### src/rtl/hseq_pkg.sv
package hseq_pkg;

  localparam int CMD_W     = 5;
  localparam int C_START   = 0;
  localparam int C_PROCESS = 1;
  localparam int C_RUN     = 2;
  localparam int C_DONE    = 3;
  localparam int C_ERRPROC = 4;

  localparam int IRQ_N     = 2;
  localparam int IRQ_DONE  = 0;
  localparam int IRQ_ERR   = 1;

  localparam logic [7:0] BAD_CMD_CODE = 8'h02;

  typedef enum logic [2:0] {
    ST_IDLE    = 3'd0,
    ST_ABSORB  = 3'd1,
    ST_PAD     = 3'd2,
    ST_SQUEEZE = 3'd3,
    ST_RUN     = 3'd4,
    ST_ERRWAIT = 3'd5,
    ST_FLUSH   = 3'd6
  } st_e;

  // Commands that may be acted on in a given phase.
  function automatic logic [CMD_W-1:0] legal_cmds(st_e s);
    logic [CMD_W-1:0] m;
    m = '0;
    case (s)
      ST_IDLE:    m[C_START]   = 1'b1;
      ST_ABSORB:  m[C_PROCESS] = 1'b1;
      ST_SQUEEZE: begin
        m[C_RUN]  = 1'b1;
        m[C_DONE] = 1'b1;
      end
      ST_ERRWAIT: m[C_ERRPROC] = 1'b1;
      default:    m = '0;
    endcase
    return m;
  endfunction

  function automatic logic cmd_ok(st_e s, logic [CMD_W-1:0] c);
    return ($countones(c) == 1) && ((c & legal_cmds(s)) != '0);
  endfunction

  // Phases in which stray commands are dropped silently.
  function automatic logic recovering(st_e s);
    return (s == ST_ERRWAIT) || (s == ST_FLUSH);
  endfunction

endpackage

### src/rtl/hseq_cmd_decode.sv
module hseq_cmd_decode
  import hseq_pkg::*;
(
  input  st_e              st_i,
  input  logic [CMD_W-1:0] cmd_i,
  output logic [CMD_W-1:0] go_o,
  output logic             bad_o
);

  logic ok;

  always_comb begin
    ok    = cmd_ok(st_i, cmd_i);
    go_o  = ok ? cmd_i : '0;
    bad_o = (cmd_i != '0) && !ok && !recovering(st_i);
  end

endmodule

### src/rtl/hseq_irq.sv
module hseq_irq #(
  parameter int N = 2
) (
  input  logic         clk_i,
  input  logic         rst_ni,
  input  logic [N-1:0] set_i,
  input  logic [N-1:0] clr_i,
  output logic [N-1:0] state_o
);

  for (genvar i = 0; i < N; i++) begin : g_bit
    logic q;
    always_ff @(posedge clk_i or negedge rst_ni) begin
      if (!rst_ni)       q <= 1'b0;
      else if (set_i[i]) q <= 1'b1;
      else if (clr_i[i]) q <= 1'b0;
    end
    assign state_o[i] = q;
  end

endmodule

### src/rtl/hseq_fsm.sv
module hseq_fsm
  import hseq_pkg::*;
#(
  parameter int ERR_W        = 8,
  parameter int FLUSH_CYCLES = 4
) (
  input  logic             clk_i,
  input  logic             rst_ni,
  input  logic [CMD_W-1:0] go_i,
  input  logic             bad_i,
  input  logic             start_hw_i,
  input  logic             absorb_done_i,
  input  logic             perm_done_i,
  input  logic             err_i,
  input  logic [ERR_W-1:0] err_code_i,
  output st_e              st_o,
  output logic             err_take_o,
  output logic             flush_last_o,
  output logic             absorb_start_o,
  output logic             pad_start_o,
  output logic             perm_run_o,
  output logic             state_clr_o,
  output logic             done_pulse_o,
  output logic             err_pulse_o,
  output logic [ERR_W-1:0] err_code_o
);

  localparam int CNT_W = $clog2(FLUSH_CYCLES + 1);
  localparam logic [CNT_W-1:0] CNT_LAST = CNT_W'(FLUSH_CYCLES - 1);

  st_e              st_q, st_d;
  logic [CNT_W-1:0] cnt_q;
  logic             job_sw_q;
  logic [ERR_W-1:0] code_q;

  assign st_o         = st_q;
  assign err_take_o   = err_i && !recovering(st_q);
  assign flush_last_o = (st_q == ST_FLUSH) && (cnt_q == CNT_LAST);

  always_comb begin
    st_d = st_q;
    if (err_take_o) begin
      st_d = ST_ERRWAIT;
    end else begin
      case (st_q)
        ST_IDLE:    if (go_i[C_START])   st_d = ST_ABSORB;
        ST_ABSORB:  if (go_i[C_PROCESS]) st_d = ST_PAD;
        ST_PAD:     if (absorb_done_i)   st_d = ST_SQUEEZE;
        ST_SQUEEZE: begin
          if (go_i[C_RUN])       st_d = ST_RUN;
          else if (go_i[C_DONE]) st_d = ST_IDLE;
        end
        ST_RUN:     if (perm_done_i)     st_d = ST_SQUEEZE;
        ST_ERRWAIT: if (go_i[C_ERRPROC]) st_d = ST_FLUSH;
        ST_FLUSH:   if (flush_last_o)    st_d = ST_IDLE;
        default:    st_d = ST_IDLE;
      endcase
    end
  end

  always_comb begin
    absorb_start_o = !err_take_o && (st_q == ST_IDLE)   && go_i[C_START];
    pad_start_o    = !err_take_o && (st_q == ST_ABSORB) && go_i[C_PROCESS];
    perm_run_o     = !err_take_o && (st_q == ST_SQUEEZE) && go_i[C_RUN];
    state_clr_o    = (st_q == ST_FLUSH) ||
                     (!err_take_o && (st_q == ST_SQUEEZE) && go_i[C_DONE]);
    done_pulse_o   = !err_take_o &&
                     (((st_q == ST_PAD) && absorb_done_i) || (flush_last_o && job_sw_q));
    err_pulse_o    = err_take_o || bad_i;
  end

  always_ff @(posedge clk_i or negedge rst_ni) begin
    if (!rst_ni) begin
      st_q     <= ST_IDLE;
      cnt_q    <= '0;
      job_sw_q <= 1'b0;
      code_q   <= '0;
    end else begin
      st_q  <= st_d;
      cnt_q <= (st_q == ST_FLUSH) ? cnt_q + CNT_W'(1) : '0;
      if (absorb_start_o)         job_sw_q <= !start_hw_i;
      else if (st_d == ST_IDLE)   job_sw_q <= 1'b0;
      if (err_take_o)             code_q <= err_code_i;
      else if (bad_i)             code_q <= ERR_W'(BAD_CMD_CODE);
    end
  end

  assign err_code_o = code_q;

endmodule

### src/rtl/hseq_ctrl.sv
module hseq_ctrl
  import hseq_pkg::*;
#(
  parameter int CFG_W        = 8,
  parameter int ERR_W        = 8,
  parameter int FLUSH_CYCLES = 4
) (
  input  logic             clk_i,
  input  logic             rst_ni,
  input  logic [4:0]       cmd_i,
  input  logic             start_hw_i,
  input  logic             msg_valid_i,
  output logic             msg_accept_o,
  input  logic             absorb_done_i,
  input  logic             perm_done_i,
  input  logic             err_i,
  input  logic [ERR_W-1:0] err_code_i,
  input  logic             cfg_we_i,
  input  logic [CFG_W-1:0] cfg_wdata_i,
  output logic [CFG_W-1:0] cfg_o,
  output logic             cfg_wr_en_o,
  input  logic [1:0]       intr_clr_i,
  output logic [1:0]       intr_state_o,
  output logic             done_pulse_o,
  output logic             err_pulse_o,
  output logic [ERR_W-1:0] err_code_o,
  output logic             idle_o,
  output logic             squeeze_o,
  output logic             absorb_start_o,
  output logic             pad_start_o,
  output logic             perm_run_o,
  output logic             state_clr_o
);

  st_e              st;
  logic [CMD_W-1:0] go;
  logic             bad_cmd;
  logic             err_take;
  logic             flush_last;
  logic [CFG_W-1:0] cfg_q;
  logic [IRQ_N-1:0] irq_set;

  hseq_cmd_decode u_dec (
    .st_i  (st),
    .cmd_i (cmd_i),
    .go_o  (go),
    .bad_o (bad_cmd)
  );

  hseq_fsm #(
    .ERR_W        (ERR_W),
    .FLUSH_CYCLES (FLUSH_CYCLES)
  ) u_fsm (
    .clk_i          (clk_i),
    .rst_ni         (rst_ni),
    .go_i           (go),
    .bad_i          (bad_cmd),
    .start_hw_i     (start_hw_i),
    .absorb_done_i  (absorb_done_i),
    .perm_done_i    (perm_done_i),
    .err_i          (err_i),
    .err_code_i     (err_code_i),
    .st_o           (st),
    .err_take_o     (err_take),
    .flush_last_o   (flush_last),
    .absorb_start_o (absorb_start_o),
    .pad_start_o    (pad_start_o),
    .perm_run_o     (perm_run_o),
    .state_clr_o    (state_clr_o),
    .done_pulse_o   (done_pulse_o),
    .err_pulse_o    (err_pulse_o),
    .err_code_o     (err_code_o)
  );

  assign idle_o       = (st == ST_IDLE);
  assign squeeze_o    = (st == ST_SQUEEZE);
  assign msg_accept_o = msg_valid_i && (st == ST_ABSORB);
  assign cfg_wr_en_o  = cfg_we_i && idle_o;

  always_ff @(posedge clk_i or negedge rst_ni) begin
    if (!rst_ni)          cfg_q <= '0;
    else if (cfg_wr_en_o) cfg_q <= cfg_wdata_i;
  end
  assign cfg_o = cfg_q;

  always_comb begin
    irq_set           = '0;
    irq_set[IRQ_DONE] = done_pulse_o;
    irq_set[IRQ_ERR]  = err_pulse_o;
  end

  hseq_irq #(.N(IRQ_N)) u_irq (
    .clk_i   (clk_i),
    .rst_ni  (rst_ni),
    .set_i   (irq_set),
    .clr_i   (intr_clr_i),
    .state_o (intr_state_o)
  );

endmodule

### config.mk
export PLATFORM = sky130hd
export DESIGN_NAME = hseq_ctrl
export DESIGN_NICKNAME = d
export VERILOG_FILES = /design/src/rtl/hseq_pkg.sv /design/src/rtl/hseq_cmd_decode.sv /design/src/rtl/hseq_irq.sv /design/src/rtl/hseq_fsm.sv /design/src/rtl/hseq_ctrl.sv
export SDC_FILE = /design/constraint.sdc
export NUM_CORES = 1
export LEC_CHECK = 0
export ABC_CLOCK_PERIOD_IN_PS = 10900
export BUFFER_PORTS_ARGS = -buffer_cell sky130_fd_sc_hd__buf_4
export CAP_MARGIN = 0
export CORE_ASPECT_RATIO = 1.25
export CORE_MARGIN = 2
export CORE_UTILIZATION = 51
export DETAILED_ROUTE_END_ITERATION = 6
export PLACE_DENSITY = 0.84
export SLEW_MARGIN = 20
export SYNTH_ARGS = -nofsm -noshare
export SYNTH_HDL_FRONTEND = slang
export SYNTH_SLANG_ARGS = --single-unit
### constraint.sdc
create_clock -name clk_i -period 10.9 [get_ports clk_i]
set_input_delay 3.27 -clock clk_i [delete_from_list [all_inputs] [get_ports clk_i]]
set_output_delay 3.27 -clock clk_i [all_outputs]
set_load 0.01 [all_outputs]
==> impl_metrics.toml <==
[finish]
antennaDiodeCount = 0
drive_gt1_share_pct = 39.5
n_fill_cell = 214
syn_to_final_growth_pct = 32.1
final_util_pct = 69.8
fin_nets = 230
fin_cells = 224

[worst_setup_path]
required_ns = 7.63
reg2reg_depth = 5
cp_cell_sequence = "buf_4, inv_1, ha_1, fa_1, inv_1, fa_1, and3_1, o21ai_1, a31oi_4, inv_1, buf_4"
worst_path_max_delay_cell = "fa_1"
crit_fanout = 10
worst_path_largest_cell_delay_ns = 0.44
endpoint_kind = "primary output"
cp.arrival_ns = 5.40
crit_top_cell = "inv_1"
critPathKind = "input port to primary output"
crit_path_start_kind = "input port"

[sta]
final-hold-violation-count = 0
period_share_pct = 79.5
rsz0062_at_grt = "false"
slew_headroom_pct = 61.9
finalSetupViolCount = 0
min_period_ns = 8.67
finalSetupTns_ns = 0
slew_violations = 0
max_freq_ghz = 0.115
worst_pin_slew_ns = 0.572
worst_slack_ns = 2.23
fin_skew_ns = 0.00421

[route]
viasPerCell = 5.63
drc = 0
wl_per_cell_um = 14.8
dr.pass1.iters = 4
detail-route-antenna-nets = 0
routed-via-count = 1261
initialDrtViolationCount = 25
wl_mm = 3.32

[grt]
grt_first_pass_wirelength_mm = 5.41
grt_max_degree = 26
grt_overflow = 0
antenna_found_initial = 0
grt_pass1_vias = 1259
track_usage_pct = 22.2

[place]
portBuffers = 58
place_ws_ns = 2.23
place_inst = 220
post-dp-hpwl_mm = 2.68
gp_congestion = 0.905

[floorplan]
dieArea_mm2 = 0.00319
die_w_um = 50.9
start_util_pct = 52.9
coreArea_mm2 = 0.00265
rows = 21
io_pins = 59
die_y_um = 62.6

[clock_tree]
cts_buffers = 3
ctsHtreeMaxLevel = 1
cts_tree = "built"
clock_sink_count = 25
cts_resized = 0
clk_pin_slew_ns = 0.12
max-clock-path-buffers = 2
post_cts_buffers = 0
clock-root-buffer = "clkbuf_4"
holdBufCountCts = 0
clock_latency_ns = 0.31

[synthesis]
syn_nets = 175
ys.warnings.count = 0
synth_edf_count = 0
synthTopCellsByArea = "dfrtp_1 45%, mux2_2 6.4%, ha_1 5.4%"
synth_area_mm2 = 0.00140
yosysTopAreaCellShare_pct = 44.6
synth-seq-area-share_pct = 44.6
yosysMostFrequentCell = "dfrtp_1"
ys_types = 42
synth_top_area_cell = "dfrtp_1"
synth_seq_cells = 25
yosys-top-cells-count = "25 x dfrtp_1, 13 x inv_1, 11 x nor2_1, 8 x mux2_2, 7 x a22o_1"
postSynth.asyncResetShare_pct = 100
synth_ff_type = "dfrtp_1"
avgSynthCellArea_um2 = 10.3
syn_inst = 136

[min_path]
hp-class = "register to register"
min_path_cells = 1

[pwr]
p_per_area_mw_per_mm2 = 201
p_seq_share_pct = 41.7
peakVddDrop_mv = 0.0987
pwr-share-comb_pct = 47.5
p_int_uw = 230
switching_share_pct = 38.2
p_sw_uw = 142
p_leak_uw = 0.000959
p_clk_share_pct = 10.8

[status]
status = "complete, no violations"

[run]
maxCapViolCount = 0
## path summary, 6_finish.rpt
check / from / slack (ns) / endpoint
max: cmd_i[2] / 2.23 / err_pulse_o
min: u_fsm.cnt_q[0] / 0.44 / u_fsm.cnt_q[0]
max reg2reg: u_fsm.st_o[2] / 8.98 / u_fsm.err_code_o[5]
min reg2reg: u_fsm.cnt_q[0] / 0.44 / u_fsm.cnt_q[0]
max in group asynchronous: rst_ni / 7.84 / u_fsm.st_o[1]
min in group asynchronous: rst_ni / 2.83 / u_fsm.err_code_o[2]
## sequential cells by signal, indices dropped and copies added (netlist names)
| signal | count |
|---|---|
| u_fsm.st_o | 3 |
| cfg_o | 8 |
| u_fsm.cnt_q | 3 |
| u_fsm.job_sw_q | 1 |
| u_irq.g_bit.q | 2 |
| u_fsm.err_code_o | 8 |
## cell type report
class	count	area, µm²	share of cell area, %
sequential	25	626	33.8
clock buffer	4	26.3	1.42
timing repair buffer	58	435	23.5
multi-input combinational	89	671	36.2
tap	34	42.5	2.30
inverter	14	52.6	2.84
## layer usage
metal	routed length [µm]	global-route usage (%)	part of all wire, %	up-vias
met5	0	0	0	-
met4	127	13.5	3.8	0
met3	227	3.11	6.8	14
met2	1670	37.3	50	65
met1	1290	26.2	39	595
li1	-	-	-	587
## cell usage in the layout (no fill, tap or decap), types with 2 or more instances in the layout
master	instances
ha_1	6
inv_1	13
nor2b_1	3
and3_1	4
a21oi_1	4
nand3_1	5
a22o_1	7
o21ai_0	5
and2_1	3
clkbuf_4	3
mux2_2	8
nand4_1	2
nand2_1	6
nor2_1	11
fa_1	2
buf_4	58
dfrtp_1	25
## critical path: cells and delay by family
family	cells	cell delay [ns]
AO/OA/AOI/OAI	2	0.32
adder cells (fa/ha/maj)	3	1.12
buffers and inverters	5	0.44
AND/OR/NAND/NOR	1	0.24
## power by group through the flow
stage	registers [µW]	clock network, µW	logic, µW
floorplan	152	0	111
finish	156	40.1	177
CTS	155	40.8	178
global route	160	45.0	192
global placement	154	0	173
detailed placement	158	0	177
## logic make-up (layout without fill, tap and decap cells)
group | after synthesis | in the layout | synth area share, %
AO/OA/AOI/OAI | 28 | 28 | 15.3
AND/OR/NAND/NOR | 44 | 44 | 17.2
multiplexers | 9 | 9 | 7.14
adder cells (fa/ha/maj) | 8 | 8 | 8.21
flip-flops | 25 | 25 | 44.6
buffers and inverters | 22 | 76 | 7.58
## metrics by stage
| stage | power, µW | hold WS (ns) | instance area [µm²] |
|---|---|---|---|
| 2_1_floorplan | 263 | 0.408 | 1400 |
| 3_3_place_gp | 327 | 0.420 | 1830 |
| 3_5_place_dp | 335 | 0.429 | 1830 |
| 4_1_cts | 374 | 0.446 | 1850 |
| 5_1_grt | 397 | 0.464 | 1850 |
| 6_report | 373 | 0.444 | 1850 |
Power figures use the tool's default switching activity.
